File: src/rtl/attr_video_pkg.sv
package attr_video_pkg;
    typedef enum logic [1:0] {
        F_IDLE,
        F_BMP,
        F_ATTR,
        F_WAIT
    } fetch_state_t;

    typedef struct packed {
        logic       flash;
        logic       bright;
        logic [2:0] paper;
        logic [2:0] ink;
    } cell_attr_t;
endpackage

File: src/rtl/vid_timing.sv
module vid_timing #(
    parameter int COLS   = 32,
    parameter int ROWS   = 24,
    parameter int H_LB   = 48,
    parameter int H_RB   = 48,
    parameter int H_BL   = 96,
    parameter int HS_OFF = 16,
    parameter int HS_LEN = 32,
    parameter int V_TB   = 48,
    parameter int V_BB   = 56,
    parameter int V_VB   = 16,
    parameter int VS_OFF = 4,
    parameter int VS_LEN = 4
) (
    input  logic       clk,
    input  logic       rst_n,
    input  logic       vga_mode,
    output logic       phase,
    output logic       pix_ce,
    output logic       frame_wrap,
    output logic       vis,
    output logic       bmp_area,
    output logic       hs,
    output logic       vs,
    output logic       cell_pre,
    output logic       sub_last,
    output logic [4:0] cell_x,
    output logic [7:0] row_y
);
    localparam int ACT_W   = COLS * 8;
    localparam int ACT_H   = ROWS * 8;
    localparam int H_VIS   = H_LB + ACT_W + H_RB;
    localparam int H_TOTAL = H_VIS + H_BL;
    localparam int V_VIS   = V_TB + ACT_H + V_BB;
    localparam int LINES   = V_VIS + V_VB;
    localparam int HW      = ($clog2(H_TOTAL) < 8) ? 8 : $clog2(H_TOTAL);
    localparam int VCW     = $clog2(2 * LINES);
    localparam int FS      = H_LB - 8;
    localparam int FE      = H_LB + ACT_W - 8;

    logic [HW-1:0]  hcount;
    logic [VCW-1:0] vcount;
    int             line;
    logic           h_last;
    logic           v_top;
    logic           bmp_v;

    assign line   = int'(vcount) / 2;
    assign h_last = (int'(hcount) == H_TOTAL - 1);
    assign v_top  = vga_mode ? (int'(vcount) >= 2 * LINES - 1)
                             : (int'(vcount) >= 2 * LINES - 2);
    assign pix_ce = phase;
    assign frame_wrap = pix_ce && h_last && v_top;

    always_ff @(posedge clk or negedge rst_n) begin
        if (!rst_n) begin
            phase  <= 1'b0;
            hcount <= '0;
            vcount <= '0;
        end else begin
            phase <= ~phase;
            if (pix_ce) begin
                if (h_last) begin
                    hcount <= '0;
                    if (v_top) vcount <= '0;
                    else       vcount <= vcount + (vga_mode ? VCW'(1) : VCW'(2));
                end else begin
                    hcount <= hcount + HW'(1);
                end
            end
        end
    end

    always_comb begin
        bmp_v    = (line >= V_TB) && (line < V_TB + ACT_H);
        vis      = (int'(hcount) < H_VIS) && (line < V_VIS);
        bmp_area = bmp_v && (int'(hcount) >= H_LB) && (int'(hcount) < H_LB + ACT_W);
        hs       = (int'(hcount) >= H_VIS + HS_OFF) && (int'(hcount) < H_VIS + HS_OFF + HS_LEN);
        vs       = (line >= V_VIS + VS_OFF) && (line < V_VIS + VS_OFF + VS_LEN);
        sub_last = (hcount[2:0] == 3'd7);
        cell_pre = sub_last && bmp_v && (int'(hcount) + 1 >= FS) && (int'(hcount) + 1 < FE);
        cell_x   = 5'((int'(hcount) - FS) / 8);
        row_y    = 8'(line - V_TB);
    end

    AST_VWRAP_AT_LINE_END: assert property (@(posedge clk) disable iff (!rst_n)
        (vcount == '0 && $past(vcount) != '0) |-> (int'($past(hcount)) == H_TOTAL - 1));
endmodule

File: src/rtl/vid_fetch.sv
module vid_fetch
    import attr_video_pkg::*;
#(
    parameter int ADDR_W    = 14,
    parameter int ATTR_BASE = 'h1800
) (
    input  logic              clk,
    input  logic              rst_n,
    input  logic              phase,
    input  logic              pix_ce,
    input  logic              cell_pre,
    input  logic              sub_last,
    input  logic [4:0]        cell_x,
    input  logic [7:0]        row_y,
    input  logic [7:0]        mem_rdata,
    output logic              mem_req,
    output logic [ADDR_W-1:0] mem_addr,
    output logic              load,
    output logic [7:0]        bmp_q,
    output cell_attr_t        attr_q
);
    fetch_state_t state_q, state_d;

    always_comb begin
        state_d = state_q;
        unique case (state_q)
            F_IDLE: if (cell_pre) state_d = F_BMP;
            F_BMP:  state_d = F_ATTR;
            F_ATTR: state_d = F_WAIT;
            F_WAIT: begin
                if (cell_pre)      state_d = F_BMP;
                else if (sub_last) state_d = F_IDLE;
            end
            default: state_d = F_IDLE;
        endcase
    end

    always_ff @(posedge clk or negedge rst_n) begin
        if (!rst_n)      state_q <= F_IDLE;
        else if (pix_ce) state_q <= state_d;
    end

    always_comb begin
        mem_req  = 1'b0;
        mem_addr = '0;
        load     = 1'b0;
        unique case (state_q)
            F_BMP: begin
                mem_req  = ~phase;
                mem_addr = ADDR_W'({row_y[7:6], row_y[2:0], row_y[5:3], cell_x});
            end
            F_ATTR: begin
                mem_req  = ~phase;
                mem_addr = ADDR_W'(ATTR_BASE + 32 * int'(row_y[7:3]) + int'(cell_x));
            end
            F_WAIT: load = pix_ce && sub_last;
            default: ;
        endcase
    end

    always_ff @(posedge clk or negedge rst_n) begin
        if (!rst_n) begin
            bmp_q  <= '0;
            attr_q <= '0;
        end else if (pix_ce) begin
            if (state_q == F_BMP)  bmp_q  <= mem_rdata;
            if (state_q == F_ATTR) attr_q <= cell_attr_t'(mem_rdata);
        end
    end

    AST_REQ_NOT_BACK_TO_BACK: assert property (@(posedge clk) disable iff (!rst_n)
        mem_req |=> !mem_req);
    AST_ATTR_AFTER_BMP: assert property (@(posedge clk) disable iff (!rst_n)
        (state_q == F_ATTR && $past(state_q) != F_ATTR) |-> $past(state_q) == F_BMP);
endmodule

File: src/rtl/vid_pixel.sv
module vid_pixel
    import attr_video_pkg::*;
#(
    parameter int FLASH_W = 5
) (
    input  logic       clk,
    input  logic       rst_n,
    input  logic       pix_ce,
    input  logic       load,
    input  logic [7:0] bmp_q,
    input  cell_attr_t attr_q,
    input  logic       vis,
    input  logic       bmp_area,
    input  logic       hs,
    input  logic       vs,
    input  logic       frame_wrap,
    input  logic       vga_mode,
    input  logic [2:0] border,
    output logic       r_o,
    output logic       g_o,
    output logic       b_o,
    output logic       bright_o,
    output logic       hsync_o,
    output logic       vsync_o,
    output logic       blank_o
);
    logic [7:0]         shift_q;
    cell_attr_t         cur_q;
    logic [FLASH_W-1:0] flash_q;
    logic               pix_on;
    logic [2:0]         code;

    always_ff @(posedge clk or negedge rst_n) begin
        if (!rst_n) begin
            shift_q <= '0;
            cur_q   <= '0;
            flash_q <= '0;
        end else begin
            if (frame_wrap) flash_q <= flash_q + FLASH_W'(1);
            if (pix_ce) begin
                if (load) begin
                    shift_q <= bmp_q;
                    cur_q   <= attr_q;
                end else if (bmp_area) begin
                    shift_q <= {shift_q[6:0], 1'b0};
                end
            end
        end
    end

    assign pix_on = shift_q[7] ^ (cur_q.flash & flash_q[FLASH_W-1]);
    assign code   = pix_on ? cur_q.ink : cur_q.paper;

    always_ff @(posedge clk or negedge rst_n) begin
        if (!rst_n) begin
            {g_o, r_o, b_o} <= 3'b000;
            bright_o <= 1'b0;
            hsync_o  <= 1'b0;
            vsync_o  <= 1'b0;
            blank_o  <= 1'b1;
        end else if (pix_ce) begin
            if (!vis) begin
                {g_o, r_o, b_o} <= 3'b000;
                bright_o <= 1'b0;
            end else if (bmp_area) begin
                {g_o, r_o, b_o} <= code;
                bright_o <= cur_q.bright;
            end else begin
                {g_o, r_o, b_o} <= border;
                bright_o <= 1'b0;
            end
            blank_o <= ~vis;
            hsync_o <= vga_mode ? hs : (hs | vs);
            vsync_o <= vs;
        end
    end

    AST_FLASH_ONE_STEP: assert property (@(posedge clk) disable iff (!rst_n)
        (flash_q != $past(flash_q)) |-> (flash_q == $past(flash_q) + FLASH_W'(1)));
    AST_BLANK_DARK: assert property (@(posedge clk) disable iff (!rst_n)
        blank_o |-> !(r_o | g_o | b_o | bright_o));
endmodule

File: src/rtl/attr_video_gen.sv
module attr_video_gen
    import attr_video_pkg::*;
#(
    parameter int COLS      = 32,
    parameter int ROWS      = 24,
    parameter int H_LB      = 48,
    parameter int H_RB      = 48,
    parameter int H_BL      = 96,
    parameter int HS_OFF    = 16,
    parameter int HS_LEN    = 32,
    parameter int V_TB      = 48,
    parameter int V_BB      = 56,
    parameter int V_VB      = 16,
    parameter int VS_OFF    = 4,
    parameter int VS_LEN    = 4,
    parameter int FLASH_W   = 5,
    parameter int ADDR_W    = 14,
    parameter int ATTR_BASE = 'h1800
) (
    input  logic              clk,
    input  logic              rst_n,
    input  logic              vga_mode_i,
    input  logic [2:0]        border_i,
    output logic              mem_req_o,
    output logic [ADDR_W-1:0] mem_addr_o,
    input  logic [7:0]        mem_rdata_i,
    output logic              r_o,
    output logic              g_o,
    output logic              b_o,
    output logic              bright_o,
    output logic              hsync_o,
    output logic              vsync_o,
    output logic              blank_o
);
    logic       phase, pix_ce, frame_wrap, vis, bmp_area, hs, vs;
    logic       cell_pre, sub_last, load;
    logic [4:0] cell_x;
    logic [7:0] row_y, bmp_q;
    cell_attr_t attr_q;

    vid_timing #(
        .COLS(COLS), .ROWS(ROWS), .H_LB(H_LB), .H_RB(H_RB), .H_BL(H_BL),
        .HS_OFF(HS_OFF), .HS_LEN(HS_LEN), .V_TB(V_TB), .V_BB(V_BB),
        .V_VB(V_VB), .VS_OFF(VS_OFF), .VS_LEN(VS_LEN)
    ) u_timing (
        .clk(clk), .rst_n(rst_n), .vga_mode(vga_mode_i),
        .phase(phase), .pix_ce(pix_ce), .frame_wrap(frame_wrap),
        .vis(vis), .bmp_area(bmp_area), .hs(hs), .vs(vs),
        .cell_pre(cell_pre), .sub_last(sub_last),
        .cell_x(cell_x), .row_y(row_y)
    );

    vid_fetch #(
        .ADDR_W(ADDR_W), .ATTR_BASE(ATTR_BASE)
    ) u_fetch (
        .clk(clk), .rst_n(rst_n), .phase(phase), .pix_ce(pix_ce),
        .cell_pre(cell_pre), .sub_last(sub_last),
        .cell_x(cell_x), .row_y(row_y), .mem_rdata(mem_rdata_i),
        .mem_req(mem_req_o), .mem_addr(mem_addr_o),
        .load(load), .bmp_q(bmp_q), .attr_q(attr_q)
    );

    vid_pixel #(
        .FLASH_W(FLASH_W)
    ) u_pixel (
        .clk(clk), .rst_n(rst_n), .pix_ce(pix_ce), .load(load),
        .bmp_q(bmp_q), .attr_q(attr_q), .vis(vis), .bmp_area(bmp_area),
        .hs(hs), .vs(vs), .frame_wrap(frame_wrap), .vga_mode(vga_mode_i),
        .border(border_i), .r_o(r_o), .g_o(g_o), .b_o(b_o),
        .bright_o(bright_o), .hsync_o(hsync_o), .vsync_o(vsync_o),
        .blank_o(blank_o)
    );
endmodule

File: config.mk
export PLATFORM = sky130hd
export DESIGN_NAME = attr_video_gen
export DESIGN_NICKNAME = d
export VERILOG_FILES = /design/src/rtl/attr_video_pkg.sv /design/src/rtl/vid_timing.sv /design/src/rtl/vid_fetch.sv /design/src/rtl/vid_pixel.sv /design/src/rtl/attr_video_gen.sv
export SDC_FILE = /design/constraint.sdc
export NUM_CORES = 1
export LEC_CHECK = 0
export ABC_AREA = 0
export ABC_CLOCK_PERIOD_IN_PS = 3340
export BUFFER_PORTS_ARGS = -buffer_cell sky130_fd_sc_hd__buf_4
export CORE_MARGIN = 3
export CORE_UTILIZATION = 42
export CTS_CLUSTER_DIAMETER = 40
export DETAILED_ROUTE_END_ITERATION = 6
export MAX_ROUTING_LAYER = met4
export PLACE_DENSITY_LB_ADDON = 0.05
export SYNTH_ARGS = -nofsm -noshare
export SYNTH_HDL_FRONTEND = slang
export SYNTH_SLANG_ARGS = --single-unit
File: constraint.sdc
create_clock -name clk -period 3.34 [get_ports clk]
set_input_delay 0.167 -clock clk [delete_from_list [all_inputs] [get_ports clk]]
set_output_delay 0.167 -clock clk [all_outputs]
set_load 0.1 [all_outputs]
======== Word level (Yosys, flattened, before mapping) ========
Index checks and enable logic that the tools add are counted.
word-level totals
  register bits ........................... 66
  input bits .............................. 14
  output and inout bits ................... 22
  logic and storage cells ................. 103
operators by class
  add/subtract/negate cells ............... 9
  order comparisons ....................... 14
  equality and inequality tests ........... 7
  multiplexer cells ....................... 23
  bitwise gates (word level) .............. 6
  reductions and logical operators ........ 22
operators with widths
  kind                                                                number
  < comparator 9 bit, second input constant                           5
  greater-or-equal comparator 32 x 7 -> 1 bit, second input constant  1
  < comparator 32 x 10 -> 1 bit, second input constant                1
  one-hot mux 14 bit (2 select lines)                                 1
  greater-or-equal comparator 10 bit, second input constant           2
  greater-or-equal comparator 9 x 6 -> 1 bit, second input constant   2
  greater-or-equal comparator 9 bit, second input constant            2
  two-way mux 8 bit                                                   2
  adder 13 x 10 -> 14 bit, first input constant                       1
  adder 14 x 6 -> 14 bit                                              1
  logical AND 1 bit                                                   12
  two-way mux 1 bit                                                   12
  adder 10 x 2 -> 10 bit                                              1
  adder 9 x 1 -> 10 bit, second input constant                        1
  two-way mux 10 bit                                                  1
  AND reduction 2 bit                                                 5
  subtractor 9 x 6 -> 10 bit, second input constant                   1
  adder 9 x 1 -> 9 bit, second input constant                         1
  equality test 9 x 8 -> 1 bit, second input constant                 1
  < comparator 9 x 8 -> 1 bit, second input constant                  1
  two-way mux 9 bit                                                   1
  two-way mux 2 bit                                                   4
  one-hot mux 2 bit (4 select lines)                                  1
  subtractor 8 x 6 -> 8 bit, second input constant                    1
  17 further kinds                                                    20

======== Longest topological paths before layout ========
Gate-level depths: netlist of run 1.
  depth after elaboration ................. 7
  depth in mapped cells ................... 11
  mapped depth without buffers ............ 10

======== Hierarchy ========
Synthesis of run 1 repeated with hierarchy kept, for this count alone.
unflattened totals
  cell total of the unflattened synthesis .. 380
  area total of the unflattened synthesis .. 3848.7 um2
by module, submodules not included
  module      times used  cells an instance  area an instance (um2)  seq. area each (um2)
  vid_timing  1           201                1690.4                  500.5
  vid_pixel   1           102                1226.2                  701.9
  vid_fetch   1           77                 932.1                   450.4

======== Least setup slack after synthesis of run 1 ========
Ideal clock, no wire load.
  path kind ............................... register to output
  start ................................... register u_timing.hcount[3]
  end ..................................... output mem_addr_o[4]
  data arrival time ....................... 3.303 ns
  required time ........................... 3.173 ns
  slack ................................... -0.130 ns
  stages on the path, launching flop included .. 12
  buffers on the path ..................... 1
  cell sequence ........................... dfrtp_1 > buf_2 > inv_1 > ha_1 > o21ai_0 > nor3_1 > ha_1 > ha_1 > maj3_1 > o22ai_1 > xnor2_1 > nor2_1
between the ends
  cells in the longest elaborated chain, start to end .. 5
ends and longest elaborated chain
  item                                   line                  source
  start, declared                        vid_timing.sv:41      logic [HW-1:0] hcount;
  start signal, assigned                 vid_timing.sv:68      hcount <= hcount + HW'(1);
  subtractor 9 x 6 -> 10 bit *           vid_timing.sv:82      cell_x = 5'((int'(hcount) - FS) / 8);
  AND 1 bit (no line)                    -
  adder 5 x 1 -> 5 bit (no line) *       -
  adder 14 x 6 -> 14 bit                 vid_fetch.sv:54       mem_addr = ADDR_W'(ATTR_BASE + 32 * int'(row_y[7:3]) + int'(cell_x));
  one-hot mux 14 bit (2 select lines) *  vid_fetch.sv:47       unique case (state_q)
  end, declared                          attr_video_gen.sv:25  output logic [ADDR_W-1:0] mem_addr_o,
Mark *: on every way between the ends. The rest lies on a longest branch, timed or not.

======== Worst setup path after layout of run 1 ========
Ends and elaborated chain as after synthesis.

==> results of run 1 <==
[cell type report]
type	instances	area (um^2)	area share, %
clock buffers	9	124	2.89
flip-flops and latches	66	1660	38.7
repair buffers	38	292	6.81
clock inverters	7	124	2.89
well taps	105	131	3.07
multi-input cells	268	1870	43.8
inverters	22	82.6	1.93
[worst paths after layout]
check / endpoint / depth (start not counted) / startpoint
max: mem_addr_o[4] / 11 / u_timing.hcount[3]$_DFFE_PN0P_
min: u_fetch.bmp_q[7]$_DFFE_PN0P_ / 2 / mem_rdata_i[7]
max reg2reg: u_fetch.state_q[0]$_DFFE_PN0P_ / 7 / u_timing.hcount[1]$_DFFE_PN0P_
min reg2reg: u_pixel.flash_q[3]$_DFFE_PN0P_ / 1 / u_pixel.flash_q[3]$_DFFE_PN0P_
max in group asynchronous: u_timing.hcount[3]$_DFFE_PN0P_ / 2 / rst_n
min in group asynchronous: u_timing.hcount[6]$_DFFE_PN0P_ / 2 / rst_n
[power by group through the flow]
| stage | registers, W | clock network, W | logic (W) |
|---|---|---|---|
| after floorplan | 0.000847 | 0 | 0.0000283 |
| after CTS | 0.000822 | 0.000860 | 0.0000767 |
| final | 0.000822 | 0.000835 | 0.0000738 |
| after detailed placement | 0.000838 | 0 | 0.0000756 |
| after global placement | 0.000838 | 0 | 0.0000749 |
| after global routing | 0.000824 | 0.000896 | 0.0000834 |
[what timing repair did]
item | 4_1_cts | 5_1_grt
hold endpoints to repair | 65 | 0
setup endpoints to repair | 0 | 1
buffers inserted | 0 | 0
hold buffers | 1 | 0
gates resized for setup | 0 | 3
[layer usage]
metal / vias to the layer above / wire length (um) / track usage (%)
met5: - / 0 / -
met4: 0 / 108 / 4.15
met3: 10 / 317 / 3.96
met2: 64 / 3440 / 25.9
met1: 1334 / 3910 / 24.5
li1: 1371 / - / -
[cell families (layout without fill, tap and decap cells)]
family | after synthesis | after routing | synth area share [%]
XOR/XNOR | 24 | 24 | 5.63
adder cells (fa/ha/maj) | 19 | 19 | 6.51
AO/OA/AOI/OAI | 64 | 64 | 10.7
other | 1 | 1 | 0.101
AND/OR/NAND/NOR | 121 | 121 | 15.9
buffers and inverters | 46 | 76 | 5.53
flip-flops | 66 | 66 | 44.3
multiplexers | 39 | 39 | 11.4
[synthesized netlist by cell type (all sizes together) (2+ instances only)]
master,instances
xor2,8
nor4,4
nor3,6
mux2,27
o21ai,17
buf,16
and4,3
o22ai,3
xnor2,16
o211ai,3
mux2i,12
nand4,8
nand3,16
nand2b,3
dfrtp,65
nor2,42
clkbuf,8
a41oi,2
o2bb2ai,4
a22oi,3
inv,22
nand2,23
a32oi,2
ha,17
a21oi,21
and3,2
o21a,2
nor2b,4
or3,2
nor3b,2
[layout by cell type, fill, tap and decap left out, drive strengths merged, types with 16 or more instances in the layout]
cell type  Yosys  final
dfrtp         65     65
buf           16     37
nor2          42     42
o21ai         17     17
nand3         16     16
inv           22     24
ha            17     17
mux2          27     27
a21oi         21     21
xnor2         16     16
nand2         23     23
[registers in the layout, indices dropped and copies added, names as in the netlist, 2 cells and up]
register	cells
u_fetch.state_q	2
u_fetch.bmp_q	8
u_timing.hcount	9
u_pixel.shift_q	8
u_fetch.attr_q	8
u_pixel.cur_q	8
u_timing.vcount	10
u_pixel.flash_q	5
[stage by stage]
stage / cells / hold slack, ns / worst slack (ns) / power (W)
after floorplan: 380 / -0.129 / 0.128 / 0.000876
after global placement: 498 / 0.336 / 0.628 / 0.000913
after detailed placement: 498 / 0.345 / 0.571 / 0.000913
after CTS: 515 / 0.0459 / 0.188 / 0.00176
after global routing: 515 / 0.0443 / 0.0428 / 0.00180
final: 515 / 0.0594 / 0.341 / 0.00173
==> flow_summary_export.csv, run 1 <==
group,metric,value,unit
status,status,"completed",
cells_and_area,final_nets,437,
setup_path,setup.worst_path.class,"reg -> out",
route,drc,0,
route,wl_per_cell,15.1,um
setup_path,regToRegSetupSlack,0.82,ns
floorplan,start_util,44.3,%
cells_and_area,finalInstanceArea,4280,um^2
yosys,yosys.area.top_type,"dfrtp_1",
timing,slew_violations,0,
yosys,syn_nets,412,
power,p_seq_share,47.5,%
floorplan,die_x,100,um
setup_path,path_delay_family,"adder cells",
timing,setup_violations,0,
global_routing,grt_usage,17.5,%
yosys,synthArstFlopShare,100,%
power,power_frac_comb,4.3,%
yosys,ys_types,54,
setup_path,crit_required,3.17,ns
cells_and_area,antennaDiodeCount,0,
floorplan,core_area,8420,um^2
timing,rsz0062_at_grt,"no",
place,place_area,4020,um^2
clock_tree,cts_root_buffer,"clkbuf_8",
place,io_buffers,34,
floorplan,rows,33,
cells_and_area,final_util,50.8,%
setup_path,path_buf_inv,2,
timing,fin_crit_sh,89.8,%
setup_path,worstSetupStartpointType,"flop",
power,intPower,0.00134,W
setup_path,cp_cell_sequence,"inv_1, ha_1, o21ai_0, nor3_1, ha_1, ha_1, maj3_1, o22ai_1, xnor2_1, nor2_2, buf_6",
timing,clock_skew,0.0165,ns
timing,period_minus_slack,3.00,ns
route,via_per_inst,5.40,
timing,fmax,333,MHz
power,ir_drop,0.000270,V
cells_and_area,drive_gt1_share,20.5,%
clock_tree,cts_tree,"built",
cells_and_area,area_growth,14.8,%
yosys,syn_area,3730,um^2
setup_path,cpPeakStageDelay,0.44,ns
place,finalWeightedCongestion,0.809,
clock_tree,ctsLongestPathBuffers,2,
yosys,synth_cells,380,
route,dr_total_vias,2779,
min_path,hold_class,"in -> reg",
global_routing,grt_pass1_wl,13600,um
yosys,ys_ff_latch,66,
setup_path,path_common_cell,"ha_1",
route,drt.antenna.violating_nets,0,
cells_and_area,nFillCells,811,
yosys,synth_warnings,0,
run,cap_violations,0,
floorplan,pin_count,36,
place,dp_hpwl,5550,um
timing,finalHoldViolations,0,
setup_path,crit_fanout,10,
power,power.density,404,nW/um^2
route,drt_iter0_drc,110,
timing,slew_headroom,41.9,%
clock_tree,cts_buffers,9,
power,swShare,22.6,%
yosys,avgSynthCellArea,9.82,um^2
clock_tree,worstSkewPairLatency,0.34,ns
clock_tree,clk_pin_slew,0.08,ns
route,routed_wl,7780,um
yosys,ys_seq_area_share,44.3,%
setup_path,setup.worst_path.end_class,"primary output",
yosys,synth.top_cell.area_share,43.6,%
setup_path,cp_slowest_cell,"dfrtp_2",
power,p_sw,0.000391,W
global_routing,grt_overflow,0,
timing,fin_tns_setup,0,ns
global_routing,grt_pass1_vias,2731,
timing,tightest_slew,0.863,ns
setup_path,arrival,2.83,ns
global_routing,antenna_found_initial,0,
clock_tree,cts_sinks,66,
route,dr.pass1.iters,5,
yosys,synth_edf_count,0,
power,pwr-share-clk,48.2,%
floorplan,die_h,100,um
yosys,ys.flop_type,"dfrtp_1",
yosys,yosys-top-cells-area,"dfrtp_1 (44%), mux2_2 (7.8%), ha_1 (5.7%), nor2_1 (4.2%), xnor2_1 (3.8%)",
floorplan,die_area,10100,um^2
global_routing,grt_start_max_net_pins,67,
clock_tree,cts-htree-levels,3,
power,p_leak,2.01,nW
(Power assumes the default switching activity.)
==> run 2, diff against run 1 <==
--- a/config.mk
+++ b/config.mk
@@ -9,7 +9,7 @@
 export ABC_CLOCK_PERIOD_IN_PS = 3340
 export BUFFER_PORTS_ARGS = -buffer_cell sky130_fd_sc_hd__buf_4
 export CORE_MARGIN = 3
-export CORE_UTILIZATION = 42
+export CORE_UTILIZATION = 30
 export CTS_CLUSTER_DIAMETER = 40
 export DETAILED_ROUTE_END_ITERATION = 6
 export MAX_ROUTING_LAYER = met4
==> run 2 against run 1 <==
The flow now finishes with violations (hold timing). Largest power group unchanged. First-iteration DRC count rose by 8.2%. Global-route usage fell by 3.5 points. Combinational power rose by 1%. Utilization fell by 14 points.
==> flow_summary_export.csv, run 2 (synthesis gave the netlist of run 1 again) <==
group,metric,value,unit
timing,setup_violations,0,
clock_tree,cts_buffers,9,
setup_path,setup.worst_path.end_class,"primary output",
route,dr.pass1.iters,4,
timing,setup_ws,0.295,ns
status,status,"complete, but fails checks",
route,drt.antenna.violating_nets,0,
global_routing,grt_start_max_net_pins,67,
cells_and_area,area_growth,19.0,%
floorplan,core_area,12100,um^2
setup_path,path_common_cell,"ha_1",
timing,clock_skew,0.00544,ns
timing,rsz0062_at_grt,"no",
clock_tree,ctsLongestPathBuffers,2,
setup_path,reg2regPathDepth,7,
setup_path,r2r-start,"u_timing.hcount[1]$_DFFE_PN0P_",
cells_and_area,final_nets,439,
setup_path,cp-startpoint,"u_timing.hcount[3]$_DFFE_PN0P_",
route,routed_wl,8680,um
route,drc,0,
cells_and_area,largest_register_ffs,10,
place,dp_hpwl,6110,um
cells_and_area,regMostFlops,"u_timing.vcount",
setup_path,arrival,2.88,ns
status,violations,"hold timing",
clock_tree,cts_root_buffer,"clkbuf_16",
setup_path,worstSetupStartpointType,"flop",
timing,finalHoldViolations,65,
global_routing,grt_overflow,0,
power,power,0.00189,W
clock_tree,cts_tree,"built",
setup_path,crit_fanout,10,
cells_and_area,multi_input_area,1870,um^2
cells_and_area,regArea,1660,um^2
timing,fin_tns_setup,0,ns
timing,slew_violations,0,
power,p_leak,2.06,nW
timing,fin_crit_sh,91.2,%
place,finalWeightedCongestion,0.748,
clock_tree,clk_pin_slew,0.06,ns
floorplan,pin_count,36,
global_routing,antenna_found_initial,0,
floorplan,die_area,13800,um^2
setup_path,crit_required,3.17,ns
place,dp_slack,0.548,ns
setup_path,critPathCapture,"mem_addr_o[4]",
power,ir_drop,0.000307,V
timing,fmax,328,MHz
timing,period_minus_slack,3.04,ns
setup_path,regToRegSetupSlack,0.87,ns
floorplan,start_util,30.9,%
route,dr_total_vias,2776,
min_path,hold_class,"in -> async",
global_routing,grt_pass1_wl,14900,um
cells_and_area,final_cell_mix,"dfrtp_1 (63), nor2_1 (41), buf_4 (40)",
floorplan,die_x,118,um
global_routing,grt_pass1_vias,2762,
cells_and_area,final_cell_count_no_fill,580,
place,place_inst,564,
cells_and_area,antennaDiodeCount,0,
setup_path,r2r-end,"u_fetch.state_q[0]$_DFFE_PN0P_",
route,wl_per_cell,15.0,um
route,via_per_inst,4.79,
clock_tree,worstSkewPairLatency,0.34,ns
setup_path,setup.worst_path.class,"reg -> out",
cells_and_area,drive_gt1_share,20.9,%
cells_and_area,final_common_cell,"dfrtp_1",
clock_tree,cts-htree-levels,3,
cells_and_area,nFillCells,1237,
route,drt_iter0_drc,119,
global_routing,grt_usage,14.0,%
timing,whs,-0.0482,ns
clock_tree,cts_sinks,66,
power,power.density,426,nW/um^2
floorplan,die_h,118,um
setup_path,cp_slowest_cell,"dfrtp_2",
floorplan,rows,40,
setup_path,cp_cell_sequence,"inv_1, ha_1, o21ai_0, nor3_1, ha_1, ha_1, maj3_1, o22ai_1, xnor2_1, nor2_2, buf_4",
run,cap_violations,0,
timing,slew_headroom,41.4,%
cells_and_area,final_util,36.8,%
setup_path,cpPeakStageDelay,0.44,ns
place,io_buffers,34,
cells_and_area,reg.largest.list,"u_timing.vcount (10), u_timing.hcount (9)",
timing,tightest_slew,0.879,ns
## run 2: cell count changes in the layout (fill, tap and decap cells not counted), sizes merged
cell | previous run | this run
clkbuf | 9 | 13
bufinv | 3 | 1
buf | 37 | 40
inv | 24 | 22
dlygate4sd3 | 1 | 0
## run 2: what timing repair did
action	in CTS	in global routing
endpoints found under the setup margin	0	1
hold buffers	0	0
buffers inserted	0	0
resized for setup	0	2
## run 2: layout make-up
class                      instances  area share, %
timing repair buffer              40           6.76
tap                              168           4.74
sequential                        66           37.3
clock buffer                      13           6.09
multi-input combinational        268           42.2
clock inverter                     3           1.04
inverter                          22           1.86
## run 2: stage by stage
step	instance area, um^2	hold WS, ns
global route	4440	0.0238
global placement	4120	0.368
finish	4440	-0.0482
floorplan	3730	-0.129
CTS	4440	0.00461
detailed placement	4120	0.367
## run 2: critical path: cells and delay by family (launching register included)
kind	cells	cell delay, ns
adders and majority gates	4	1.09
DFF	1	0.44
buffers and inverters	2	0.39
AOI/OAI and AO/OA	2	0.35
and+or+nand+nor	2	0.16
xor gates and xnor gates	1	0.10
## run 2: worst min path at each step
stage,end,start,slack (ns)
2_1_floorplan,u_fetch.attr_q[0]$_DFFE_PN0P_,rst_n,-0.13
3_3_place_gp,u_timing.hcount[5]$_DFFE_PN0P_,rst_n,0.37
3_5_place_dp,u_timing.hcount[5]$_DFFE_PN0P_,rst_n,0.37
4_1_cts,u_timing.hcount[1]$_DFFE_PN0P_,rst_n,0.005
5_1_grt,u_timing.vcount[9]$_DFFE_PN0P_,rst_n,0.02
6_report,u_timing.hcount[7]$_DFFE_PN0P_,rst_n,-0.05
## run 2: power by group
part	internal, W	leakage, nW	switching (W)
clock network	0.000640	0.152	0.000353
registers	0.000814	0.842	0.0000107
logic	0.0000252	1.06	0.0000494
total	0.00148	2.06	0.000413
## run 2: metal layers
layer | share of wire (%) | routed length, um | vias up | GRT usage [%]
met4 | 1.2 | 107 | 0 | 3.96
met2 | 47 | 4040 | 60 | 21.0
li1 | - | - | 1377 | -
met5 | 0 | 0 | - | -
met3 | 4.9 | 423 | 10 | 4.66
met1 | 47 | 4110 | 1329 | 18.1
==> run 3, diff against run 2 <==
--- a/config.mk
+++ b/config.mk
@@ -9,7 +9,7 @@
 export ABC_CLOCK_PERIOD_IN_PS = 3340
 export BUFFER_PORTS_ARGS = -buffer_cell sky130_fd_sc_hd__buf_4
 export CORE_MARGIN = 3
-export CORE_UTILIZATION = 30
+export CORE_UTILIZATION = 60
 export CTS_CLUSTER_DIAMETER = 40
 export DETAILED_ROUTE_END_ITERATION = 6
 export MAX_ROUTING_LAYER = met4
==> run 3 against run 2 <==
The flow now finishes without violations. Sequential power is essentially flat. Final area shrank 5.2%. Power decreased by 16%. Flip-flop and latch count unchanged. First-iteration DRC count is 34% higher. Sequential share of layout area rose by 2.1 points. Utilization is 34 points higher. Wire length shrank 13%. Count of clock-buffer cells in the layout is 1 lower. Combinational power decreased by 0.5%. Non-clock buffer count is 1 lower. Worst hold slack gained 0.12 ns. Critical path type unchanged. Critical endpoint unchanged. Largest power group is now sequential cells.
==> flow_summary_export.csv, run 3 (synthesis gave the netlist of run 1 again) <==
group,metric,value,unit
floorplan,die_area,7200,um^2
floorplan,pin_count,36,
place,finalWeightedCongestion,0.855,
power,power.density,377,nW/um^2
global_routing,grt_pass1_vias,2709,
timing,slew_violations,0,
place,dp_hpwl,5410,um
setup_path,arrival,2.91,ns
route,dr_total_vias,2765,
timing,clock_skew,0.0125,ns
floorplan,start_util,62.6,%
cells_and_area,area_growth,12.7,%
cells_and_area,drive_gt1_share,20.4,%
timing,fin_tns_setup,0,ns
route,drc,0,
global_routing,grt_usage,23.3,%
global_routing,grt_overflow,0,
global_routing,grt_pass1_wl,12800,um
floorplan,die_x,84.9,um
timing,tightest_slew,0.861,ns
cells_and_area,final_nets,438,
setup_path,worstSetupStartpointType,"flop",
cells_and_area,antennaDiodeCount,0,
timing,setup_ws,0.259,ns
route,dr.pass1.iters,4,
route,routed_wl,7570,um
timing,fin_crit_sh,92.2,%
place,dp_slack,0.519,ns
global_routing,antenna_found_initial,0,
route,drt.antenna.violating_nets,0,
timing,setup_violations,0,
place,io_buffers,34,
setup_path,setup.worst_path.class,"reg -> out",
floorplan,die_h,84.9,um
cells_and_area,regMostFlops,"u_timing.vcount",
route,drt_iter0_drc,159,
global_routing,grt_start_max_net_pins,67,
cells_and_area,final_cell_mix,"dfrtp_1 (63), nor2_1 (41), buf_4 (38)",
cells_and_area,largest_register_ffs,10,
cells_and_area,reg.largest.list,"u_timing.vcount (10), u_timing.hcount (9)",
floorplan,rows,28,
clock_tree,ctsLongestPathBuffers,2,
setup_path,crit_fanout,10,
timing,fmax,325,MHz
clock_tree,cts-htree-levels,3,
power,ir_drop,0.000281,V
status,status,"completed",
cells_and_area,nFillCells,483,
run,cap_violations,0,
setup_path,setup.worst_path.end_class,"primary output",
route,via_per_inst,5.69,
timing,rsz0062_at_grt,"no",
clock_tree,cts_root_buffer,"clkbuf_8",
power,p_leak,2.00,nW
timing,finalHoldViolations,0,
timing,slew_headroom,42.2,%
setup_path,crit_required,3.17,ns
timing,period_minus_slack,3.08,ns
route,wl_per_cell,15.6,um
cells_and_area,final_common_cell,"dfrtp_1",
floorplan,core_area,5960,um^2
clock_tree,cts_buffers,9,
min_path,hold_class,"in -> reg",
clock_tree,cts_sinks,66,
clock_tree,cts_tree,"built",
clock_tree,post-cts-setup-buffers,0,
clock_tree,worstSkewPairLatency,0.34,ns
clock_tree,clk_pin_slew,0.07,ns
-- run 3: power by group --
part	internal [W]	switching (W)
Sequential	0.000812	0.0000102
Combinational	0.0000259	0.0000483
Clock	0.000385	0.000303
Total	0.00122	0.000362
-- run 3: through the flow --
step / hold WS (ns) / std cells / utilization [%] / total power [W] / instance area, um^2
floorplan: -0.129 / 380 / - / 0.000876 / 3730
global placement: 0.326 / 469 / 67.0 / 0.000912 / 3990
detailed placement: 0.325 / 469 / 67.0 / 0.000914 / 3990
CTS: 0.0616 / 486 / 70.6 / 0.00161 / 4200
global route: 0.0557 / 486 / 70.6 / 0.00165 / 4210
finish: 0.0767 / 486 / 70.6 / 0.00158 / 4210
-- run 3: repair_timing --
item                                    in CTS  in global routing
endpoints found under the hold margin       65                  0
hold buffers                                 1                  0
resized for setup                            0                  2
endpoints found under the setup margin       0                  1
-- run 3: path summary, 6_finish.rpt --
check | startpoint | to | slack (ns) | depth (start not counted)
min in group asynchronous | rst_n | u_pixel.hsync_o$_DFFE_PN0P_ | 0.45 | 2
setup / recovery | u_timing.hcount[3]$_DFFE_PN0P_ | mem_addr_o[4] | 0.26 | 11
max in group asynchronous | rst_n | u_timing.hcount[4]$_DFFE_PN0P_ | 2.26 | 2
setup reg to reg | u_timing.hcount[0]$_DFFE_PN0P_ | u_fetch.state_q[0]$_DFFE_PN0P_ | 0.81 | 7
hold reg to reg | u_pixel.flash_q[3]$_DFFE_PN0P_ | u_pixel.flash_q[3]$_DFFE_PN0P_ | 0.48 | 1
hold / removal | mem_rdata_i[2] | u_fetch.bmp_q[2]$_DFFE_PN0P_ | 0.08 | 2
-- run 3: layout make-up --
cell class | count | area, um^2 | share of cell area (%)
Tap cell | 75 | 93.8 | 2.23
Multi-Input combinational cell | 268 | 1870 | 44.6
Clock inverter | 4 | 50.0 | 1.19
Timing Repair Buffer | 39 | 295 | 7.02
Clock buffer | 12 | 155 | 3.69
Sequential cell | 66 | 1660 | 39.4
Inverter | 22 | 82.6 | 1.96
-- run 3: routing by layer --
layer | wire length [um] | vias up | track usage, %
met5 | 0 | - | -
met4 | 29 | 0 | 6.47
met3 | 195 | 6 | 4.66
met2 | 3900 | 43 | 38.4
met1 | 3450 | 1345 | 29.6
li1 | - | 1371 | -
-- run 3: worst max-delay path, stage by stage, from the launching register on --
cell and delay (ns):
dfrtp_2 0.45, inv_1 0.10, ha_1 0.28, o21ai_0 0.18, nor3_1 0.07, ha_1 0.23
ha_1 0.23, maj3_1 0.37, o22ai_1 0.19, xnor2_1 0.10, nor2_2 0.09, buf_4 0.29
